--- src/rtl/ptw_pkg.sv ---
package ptw_pkg;
    typedef enum logic [2:0] {
        PW_IDLE,
        PW_L1_REQ,
        PW_L1_WAIT,
        PW_L2_REQ,
        PW_L2_WAIT,
        PW_DONE,
        PW_FAULT
    } pw_state_e;
endpackage

--- src/rtl/ptw_addr_calc.sv ---
module ptw_addr_calc #(
    parameter int VPN_W    = 20,
    parameter int L2_IDX_W = 10,
    parameter int PA_W     = 32,
    parameter int OFF_W    = 12,
    parameter int ENTRY_SH = 2
) (
    input  logic [VPN_W-1:0]      vpn,
    input  logic [PA_W-1:0]       root,
    input  logic [PA_W-OFF_W-1:0] tbl_ppn,
    input  logic                  second,
    output logic [PA_W-1:0]       addr
);
    localparam int L1_IDX_W = VPN_W - L2_IDX_W;

    logic [PA_W-1:0] base;
    logic [PA_W-1:0] offs;

    always_comb begin
        if (second) begin
            base = {tbl_ppn, {OFF_W{1'b0}}};
            offs = PA_W'(vpn[L2_IDX_W-1:0]) << ENTRY_SH;
        end else begin
            base = root;
            offs = PA_W'(vpn[VPN_W-1 -: L1_IDX_W]) << ENTRY_SH;
        end
        addr = base + offs;
    end
endmodule

--- src/rtl/ptw_pte_decode.sv ---
module ptw_pte_decode #(
    parameter int PA_W   = 32,
    parameter int OFF_W  = 12,
    parameter int PERM_W = 3
) (
    input  logic [PA_W-1:0]           entry,
    output logic                      valid,
    output logic [PA_W-OFF_W-1:0]     ppn,
    output logic [PERM_W-1:0]         perm,
    output logic [OFF_W-PERM_W-2:0]   attr
);
    assign valid = entry[0];
    assign perm  = entry[PERM_W:1];
    assign attr  = entry[OFF_W-1:PERM_W+1];
    assign ppn   = entry[PA_W-1:OFF_W];
endmodule

--- src/rtl/pt_walker.sv ---
module pt_walker
    import ptw_pkg::*;
#(
    parameter int L1_IDX_W = 10,
    parameter int L2_IDX_W = 10,
    parameter int OFF_W    = 12,
    parameter int PERM_W   = 3
) (
    input  logic                              clk,
    input  logic                              rst_n,
    input  logic                              miss_valid,
    input  logic [L1_IDX_W+L2_IDX_W-1:0]      miss_vpn,
    input  logic [L1_IDX_W+L2_IDX_W+OFF_W-1:0] root_ptr,
    output logic                              busy,
    output logic                              mem_req_valid,
    input  logic                              mem_req_ready,
    output logic [L1_IDX_W+L2_IDX_W+OFF_W-1:0] mem_req_addr,
    input  logic                              mem_rsp_valid,
    input  logic [L1_IDX_W+L2_IDX_W+OFF_W-1:0] mem_rsp_data,
    output logic                              done,
    output logic                              fault,
    output logic                              fault_lvl,
    output logic [L1_IDX_W+L2_IDX_W-1:0]      res_ppn,
    output logic [PERM_W-1:0]                 res_perm,
    output logic [OFF_W-PERM_W-2:0]           res_attr
);
    localparam int VPN_W    = L1_IDX_W + L2_IDX_W;
    localparam int PA_W     = VPN_W + OFF_W;
    localparam int PPN_W    = PA_W - OFF_W;
    localparam int ATTR_W   = OFF_W - PERM_W - 1;
    localparam int ENTRY_SH = $clog2(PA_W / 8);

    typedef struct packed {
        pw_state_e         st;
        logic [VPN_W-1:0]  vpn;
        logic [PA_W-1:0]   root;
        logic [PPN_W-1:0]  tbl;
        logic [PPN_W-1:0]  ppn;
        logic [PERM_W-1:0] perm;
        logic [ATTR_W-1:0] attr;
        logic              flvl;
    } walk_s;

    walk_s walk_d, walk_q;

    logic              dec_valid;
    logic [PPN_W-1:0]  dec_ppn;
    logic [PERM_W-1:0] dec_perm;
    logic [ATTR_W-1:0] dec_attr;
    logic              use_l2;

    assign use_l2 = (walk_q.st == PW_L2_REQ);

    ptw_addr_calc #(
        .VPN_W(VPN_W), .L2_IDX_W(L2_IDX_W), .PA_W(PA_W),
        .OFF_W(OFF_W), .ENTRY_SH(ENTRY_SH)
    ) u_addr (
        .vpn(walk_q.vpn), .root(walk_q.root), .tbl_ppn(walk_q.tbl),
        .second(use_l2), .addr(mem_req_addr)
    );

    ptw_pte_decode #(.PA_W(PA_W), .OFF_W(OFF_W), .PERM_W(PERM_W)) u_dec (
        .entry(mem_rsp_data), .valid(dec_valid), .ppn(dec_ppn),
        .perm(dec_perm), .attr(dec_attr)
    );

    always_comb begin
        walk_d = walk_q;
        case (walk_q.st)
            PW_IDLE: begin
                if (miss_valid) begin
                    walk_d.st   = PW_L1_REQ;
                    walk_d.vpn  = miss_vpn;
                    walk_d.root = root_ptr;
                end
            end
            PW_L1_REQ: if (mem_req_ready) walk_d.st = PW_L1_WAIT;
            PW_L1_WAIT: begin
                if (mem_rsp_valid) begin
                    if (dec_valid) begin
                        walk_d.tbl = dec_ppn;
                        walk_d.st  = PW_L2_REQ;
                    end else begin
                        walk_d.flvl = 1'b0;
                        walk_d.st   = PW_FAULT;
                    end
                end
            end
            PW_L2_REQ: if (mem_req_ready) walk_d.st = PW_L2_WAIT;
            PW_L2_WAIT: begin
                if (mem_rsp_valid) begin
                    if (dec_valid) begin
                        walk_d.ppn  = dec_ppn;
                        walk_d.perm = dec_perm;
                        walk_d.attr = dec_attr;
                        walk_d.st   = PW_DONE;
                    end else begin
                        walk_d.flvl = 1'b1;
                        walk_d.st   = PW_FAULT;
                    end
                end
            end
            PW_DONE:  walk_d.st = PW_IDLE;
            PW_FAULT: walk_d.st = PW_IDLE;
            default:  walk_d.st = PW_IDLE;
        endcase
    end

    always_ff @(posedge clk) begin
        if (!rst_n) begin
            walk_q    <= '0;
            walk_q.st <= PW_IDLE;
        end else begin
            walk_q <= walk_d;
        end
    end

    assign busy          = (walk_q.st != PW_IDLE);
    assign mem_req_valid = (walk_q.st == PW_L1_REQ) || (walk_q.st == PW_L2_REQ);
    assign done          = (walk_q.st == PW_DONE);
    assign fault         = (walk_q.st == PW_FAULT);
    assign fault_lvl     = walk_q.flvl;
    assign res_ppn       = walk_q.ppn;
    assign res_perm      = walk_q.perm;
    assign res_attr      = walk_q.attr;

    AST_REQ_HOLD: assert property (@(posedge clk) disable iff (!rst_n)
        (mem_req_valid && !mem_req_ready) |=> (mem_req_valid && $stable(mem_req_addr)));
    AST_ACCEPT_IDLE: assert property (@(posedge clk) disable iff (!rst_n)
        (!busy && miss_valid) |=> busy);
    AST_DONE_ONE_CYCLE: assert property (@(posedge clk) disable iff (!rst_n)
        done |=> (!done && !busy));
    AST_FAULT_ONE_CYCLE: assert property (@(posedge clk) disable iff (!rst_n)
        fault |=> (!fault && !busy));
    AST_BUSY_HOLDS: assert property (@(posedge clk) disable iff (!rst_n)
        (busy && !done && !fault) |=> busy);
    AST_DONE_AFTER_RSP: assert property (@(posedge clk) disable iff (!rst_n)
        done |-> $past(mem_rsp_valid));
endmodule

--- config.mk ---
export PLATFORM = sky130hd
export DESIGN_NAME = pt_walker
export DESIGN_NICKNAME = d
export VERILOG_FILES = /design/src/rtl/ptw_pkg.sv /design/src/rtl/ptw_addr_calc.sv /design/src/rtl/ptw_pte_decode.sv /design/src/rtl/pt_walker.sv
export SDC_FILE = /design/constraint.sdc
export NUM_CORES = 1
export LEC_CHECK = 0
export BUFFER_PORTS_ARGS = -buffer_cell sky130_fd_sc_hd__buf_4
export CELL_PAD_IN_SITES_DETAIL_PLACEMENT = 1
export CELL_PAD_IN_SITES_GLOBAL_PLACEMENT = 2
export CORE_MARGIN = 10
export CORE_UTILIZATION = 28
export CTS_BUF_LIST = sky130_fd_sc_hd__clkbuf_4
export CTS_CLUSTER_SIZE = 24
export DETAILED_ROUTE_END_ITERATION = 8
export MAX_ROUTING_LAYER = met4
export PLACE_DENSITY_LB_ADDON = 0.15
export SYNTH_ARGS = -nofsm -noshare
export SYNTH_HDL_FRONTEND = slang
export SYNTH_SLANG_ARGS = --single-unit
--- constraint.sdc ---
create_clock -name clk -period 3.5 [get_ports clk]
set_input_delay 0.35 -clock clk [delete_from_list [all_inputs] [get_ports clk]]
set_output_delay 0.35 -clock clk [all_outputs]
set_load 0.1 [all_outputs]
Yosys cells after proc, flatten, opt, wreduce, memory -nomap -nowiden
Cells that the tools add are included.
- register bits after elaboration: 107
- output and inout bits: 68
- word-level logic and storage cells: 46
- equality and inequality tests: 13
- mux-type cells: 15
- reduce and logical (&&, ||, !) cells: 9
- add/subtract/negate cells: 1
- operator list (cell ; count):
    2-to-1 mux 55 bit ; 1
    adder 32 bit ; 1
    2-to-1 mux 32 bit ; 1
    2-to-1 mux 3 bit ; 5
    case mux 3 bit (5 select lines) ; 1
    != test 2 bit, second input constant ; 7
    2-to-1 mux 12 bit ; 1
    AND reduction 5 bit ; 2
    equality test 3 bit, second input constant ; 3
    equality test 3 x 2 -> 1 bit, second input constant ; 2
    AND reduction 3 bit ; 2
    2-to-1 mux 1 bit ; 4
    equality test 3 x 1 -> 1 bit, second input constant ; 1
    logical NOT 3 bit ; 1
    nonzero test 3 bit ; 1
    2-to-1 mux 2 bit ; 1
    case mux 1 bit (2 select lines) ; 1
    AND reduction 2 bit ; 1
    nonzero test 2 bit ; 1
    logical OR 1 bit ; 1

Longest topological paths before layout
- depth after elaboration: 3
- mapped depth: 17
- gate-level depth less buffers: 12

Modules after synthesis
From an unflattened synthesis, not the netlist that was laid out.
- cells, all modules: 764
- area, all modules: 6144.6 µm²
- modules (own cells, without submodules) (module ; area each (µm²) ; instances ; seq. area each (µm²) ; cells an instance):
    pt_walker ; 4393.0 ; 1 ; 2142.1 ; 528
    ptw_addr_calc ; 1511.4 ; 1 ; 0.0 ; 204
    ptw_pte_decode ; 240.2 ; 1 ; 0.0 ; 32

Least setup slack after synthesis
OpenSTA, ideal clock, no wires.
- path kind: register -> output
- start: reg walk_q[106] in the netlist's numbering
- end: out mem_req_addr[14]
- data arrival time: 5.135 ns
- data required time: 3.150 ns
- path buffers: 5
- cell stages (with the launch flop): 17
- setup slack: -1.985 ns
- cell sequence: dfxtp_1 buf_6 nand3b_1 clkbuf_1 buf_2 clkbuf_1 nand2_1 nand2_1 ha_1 inv_1 fa_1 nor2b_1 o311ai_0 a221oi_2 buf_4 a21oi_1 o21ai_0
- cells in the longest elaborated chain, start to end: 3
- elaborated cells between the ends (all ways): 4
- ends and longest elaborated chain (what ; RTL line ; source):
    start: declaration ; pt_walker.sv:44 ; walk_s walk_d, walk_q;
    start signal: assignment ; pt_walker.sv:114 ; walk_q <= walk_d;
    equality test 3 x 2 -> 1 bit (*) ; pt_walker.sv:52 ; assign use_l2 = (walk_q.st == PW_L2_REQ);
    2-to-1 mux 32 bit / 2-to-1 mux 12 bit (equally long branches) ; ptw_addr_calc.sv:20 ; if (second) begin
    adder 32 bit (*) ; ptw_addr_calc.sv:27 ; addr = base + offs;
    end: declaration ; pt_walker.sv:17 ; output logic [L1_IDX_W+L2_IDX_W+OFF_W-1:0] mem_req_addr,
Mark *: on every way between the ends. The rest lies on a longest branch, timed or not.

Worst setup path after layout
- start: reg walk_q[106] in the netlist's numbering
- end: out mem_req_addr[25]
Same word-level chain as after synthesis.

==> results_dict.tcl <==
set metrics [dict create \
    dp_hpwl_um 15600 \
    drive_gt1_share_pct 35.5 \
    stdcell_count 1170 \
    final_core_util_pct 42.4 \
    grt_util_all_layers_pct 15.5 \
    synth_seq_cells 107 \
    p_sw_w 0.00159 \
    criticalPathCategory "reg -> out" \
    slew_headroom_pct 26.1 \
    register_area_um2 2140 \
    synth-adder-area-share_pct 2.49 \
    cts.reportedPaths.clkPinSlew_ns 0.20 \
    skew_ns 0.0262 \
    pwr-share-comb_pct 43.8 \
    yosys_most_used_dff "dfxtp_1" \
    yosysTopAreaCellShare_pct 36.8 \
    finalWirelength_um 20500 \
    async_flop_share_pct 0 \
    rows 52 \
    cts_inserted_buffers 9 \
    port_buffers 156 \
    cts_tree "done" \
    grt_max_degree 108 \
    critPathArrivalTime_ns 3.41 \
    clkPwrFrac_pct 18.8 \
    grt_pass1_wl_um 32400 \
    hold_viol_final 0 \
    syn_nets 854 \
    synth_xor_area_share_pct 4.36 \
    design.core.area_um2 20400 \
    synth_cells 754 \
    drt_iter0_drc 154 \
    timing.setup.tns_ns -3.11 \
    postPlaceCellArea_um2 7650 \
    violations "setup timing" \
    peakVddDrop_mv 0.155 \
    power.internal_w 0.00212 \
    final_cell_area_um2 8640 \
    ctsRootBufferMaster "clkbuf_4" \
    dp.cells 1130 \
    ys_top_cells_by_area "dfxtp_1 37%, nand2_1 16%, a21boi_0 13%" \
    dieArea_um2 27000 \
    p_seq_share_pct 37.5 \
    muxShareOfSynthArea_pct 3.50 \
    clockBufferDepth 2 \
    start_util_pct 28.6 \
    yosys.area.top_type "dfxtp_1" \
    gp_congestion 0.815 \
    vias 5535 \
    period_share_pct 107 \
    routed_via_density 4.73 \
    first_pass_iters 4 \
    yosysWarningCount 0 \
    nNetsFinal 994 \
    crit_path_end_kind "output port" \
    power.leakage_nw 3.36 \
    synthSimpleGateAreaFrac_pct 24.9 \
    status "complete, but fails checks" \
    antenna_found_initial 0 \
    cts-htree-levels 3 \
    die_h_um 164 \
    multiInputGateArea_um2 4080 \
    crit_fanout 8 \
    synth_edf_count 0 \
    grt_pass1_vias 6070 \
    cts.sinks 107 \
    overflow 0 \
    holdCritPathClass "in -> reg" \
    fp.dieW_um 164 \
    worstMarginPinSlew_ns 1.10 \
    avgSynthCellArea_um2 7.73 \
    p_per_area_nw_per_um2 429 \
    layout_setup_ws_ns -0.256 \
    ys_types 46 \
    cp.required_ns 3.15 \
    rrSetupSlack_ns 1.23 \
    max_clock_freq_ghz 0.266 \
    ios 157 \
    area_growth_pct 48.4 \
    min_period_ns 3.76 \
    synth_compound_area_share_pct 20.1 \
    power_w 0.00371 \
    synth_seq_area_share_pct 36.8 \
    fillerInstances 2362 \
    drc 0 \
    finalMaxSlewViolations 0 \
    rsz0062_at_grt "yes" \
    switching_share_pct 42.8 \
    setup_viol 19 \
    worstSkewPairLatency_ns 0.51 \
    routedWlPerCell_um 17.5 \
    cp-start-kind "flop" \
    synth_top_family_by_area "simple AND/OR/NAND/NOR gates" \
    syn_area_um2 5830 \
    cap_violations 0 \
    postRouteAntennaNets 0 \
]
cell type report:
type,count,share of cell area [%]
timing repair buffer,205,21.8
antenna,1,0.0289
tap,270,3.91
multi-input combinational,560,47.2
inverter,11,0.478
clock inverter,7,0.955
clock buffer,9,0.782
sequential,107,24.8
final timing paths:
| kind | to | start | cells past startpoint |
|---|---|---|---|
| max reg2reg | walk_q[84] | walk_q[106] | 6 |
| min | res_perm[1] | mem_rsp_data[2] | 3 |
| max | mem_req_addr[25] | walk_q[106] | 13 |
| min reg2reg | res_perm[1] | res_perm[1] | 2 |
power groups by stage:
stage               registers [W]  clock network, W  logic [W]
floorplan                 0.00138                 0    0.00109
global placement          0.00141                 0    0.00141
detailed placement        0.00141                 0    0.00143
CTS                       0.00139          0.000735    0.00159
global route              0.00140          0.000788    0.00173
finish                    0.00139          0.000695    0.00162
cells in the final DEF (no fill, tap or decap), types with 3 or more instances in the layout:
| cell type | Yosys | final |
|---|---|---|
| nand2_1 | 251 | 233 |
| buf_4 | 33 | 163 |
| dfxtp_1 | 107 | 106 |
| a21boi_0 | 104 | 104 |
| buf_12 | 0 | 22 |
| buf_6 | 1 | 18 |
| mux2i_1 | 19 | 15 |
| nand2_2 | 0 | 14 |
| xnor2_4 | 0 | 14 |
| nand4_1 | 13 | 13 |
| nand3_1 | 14 | 13 |
| and2_1 | 17 | 12 |
| nor2_1 | 15 | 11 |
| ha_4 | 0 | 10 |
| inv_1 | 11 | 9 |
| a21oi_1 | 17 | 9 |
| clkbuf_4 | 0 | 9 |
| o21ai_0 | 14 | 8 |
| xor2_1 | 12 | 6 |
| mux2i_4 | 0 | 5 |
| and3_1 | 6 | 5 |
| a31oi_1 | 5 | 5 |
| and2_4 | 0 | 4 |
| a21oi_2 | 0 | 4 |
| a21oi_4 | 0 | 4 |
| o21a_1 | 4 | 4 |
| nand2_4 | 0 | 3 |
| nor2_2 | 1 | 3 |
| o21ai_2 | 0 | 3 |
| nor2_4 | 1 | 3 |
| nor3_4 | 0 | 3 |
| xor2_4 | 0 | 3 |
| xor2_2 | 0 | 3 |
Yosys cell counts (6+ instances only):
library cell,instances
nand2_1,251
o21ai_0,14
and3_1,6
inv_1,11
mux2i_1,19
buf_4,33
xnor2_1,17
clkbuf_1,39
a21boi_0,104
nor2_1,15
nand4_1,13
a21oi_1,17
nand3_1,14
xor2_1,12
dfxtp_1,107
and2_1,17
ha_1,10
metal layers:
layer / global-route usage, % / part of all wire [%]
met2: 25.2 / 48
met1: 18.5 / 45
met3: 4.18 / 5.7
met4: 3.82 / 1.4
met5: - / 0
sequential cells by signal (all words and copies together), names as in the netlist:
register   count
res_attr       8
res_ppn       20
fault_lvl      1
walk_q        75
res_perm       3
worst max-delay path, stage by stage (launching register included):
cell      delay, ns
dfxtp_2        0.36
nand3b_1       0.19
buf_6          0.16
buf_6          0.12
and2_4         0.15
ha_4           0.30
a21oi_4        0.06
a211o_1        0.35
a211oi_4       0.30
nor2_4         0.15
nor4_2         0.26
buf_4          0.18
xnor2_4        0.13
buf_12         0.19
timing repair:
item,in CTS,in global routing
endpoints found under the setup margin,23,23
endpoints found under the hold margin,0,0
pin swaps,34,15
hold buffers,0,0
gates resized for setup,117,35
buffers inserted,13,11
cloned,1,0
stage by stage:
stage,setup slack [ns],hold slack (ns)
floorplan,-0.328,0.439
global placement,0.0225,0.452
detailed placement,-0.0979,0.466
CTS,-0.333,0.0244
global route,-0.449,0.0254
finish,-0.256,0.0634
cell families (layout without fill, tap and decap cells):
group | count (synthesis) | after routing
muxes | 20 | 20
DFF | 107 | 107
other | 0 | 1
buffers and inverters | 87 | 232
xor gates and xnor gates | 29 | 29
adders and majority gates | 11 | 11
and+or+nand+nor | 337 | 337
AOI/OAI and AO/OA | 163 | 163
(Power assumes the default switching activity.)
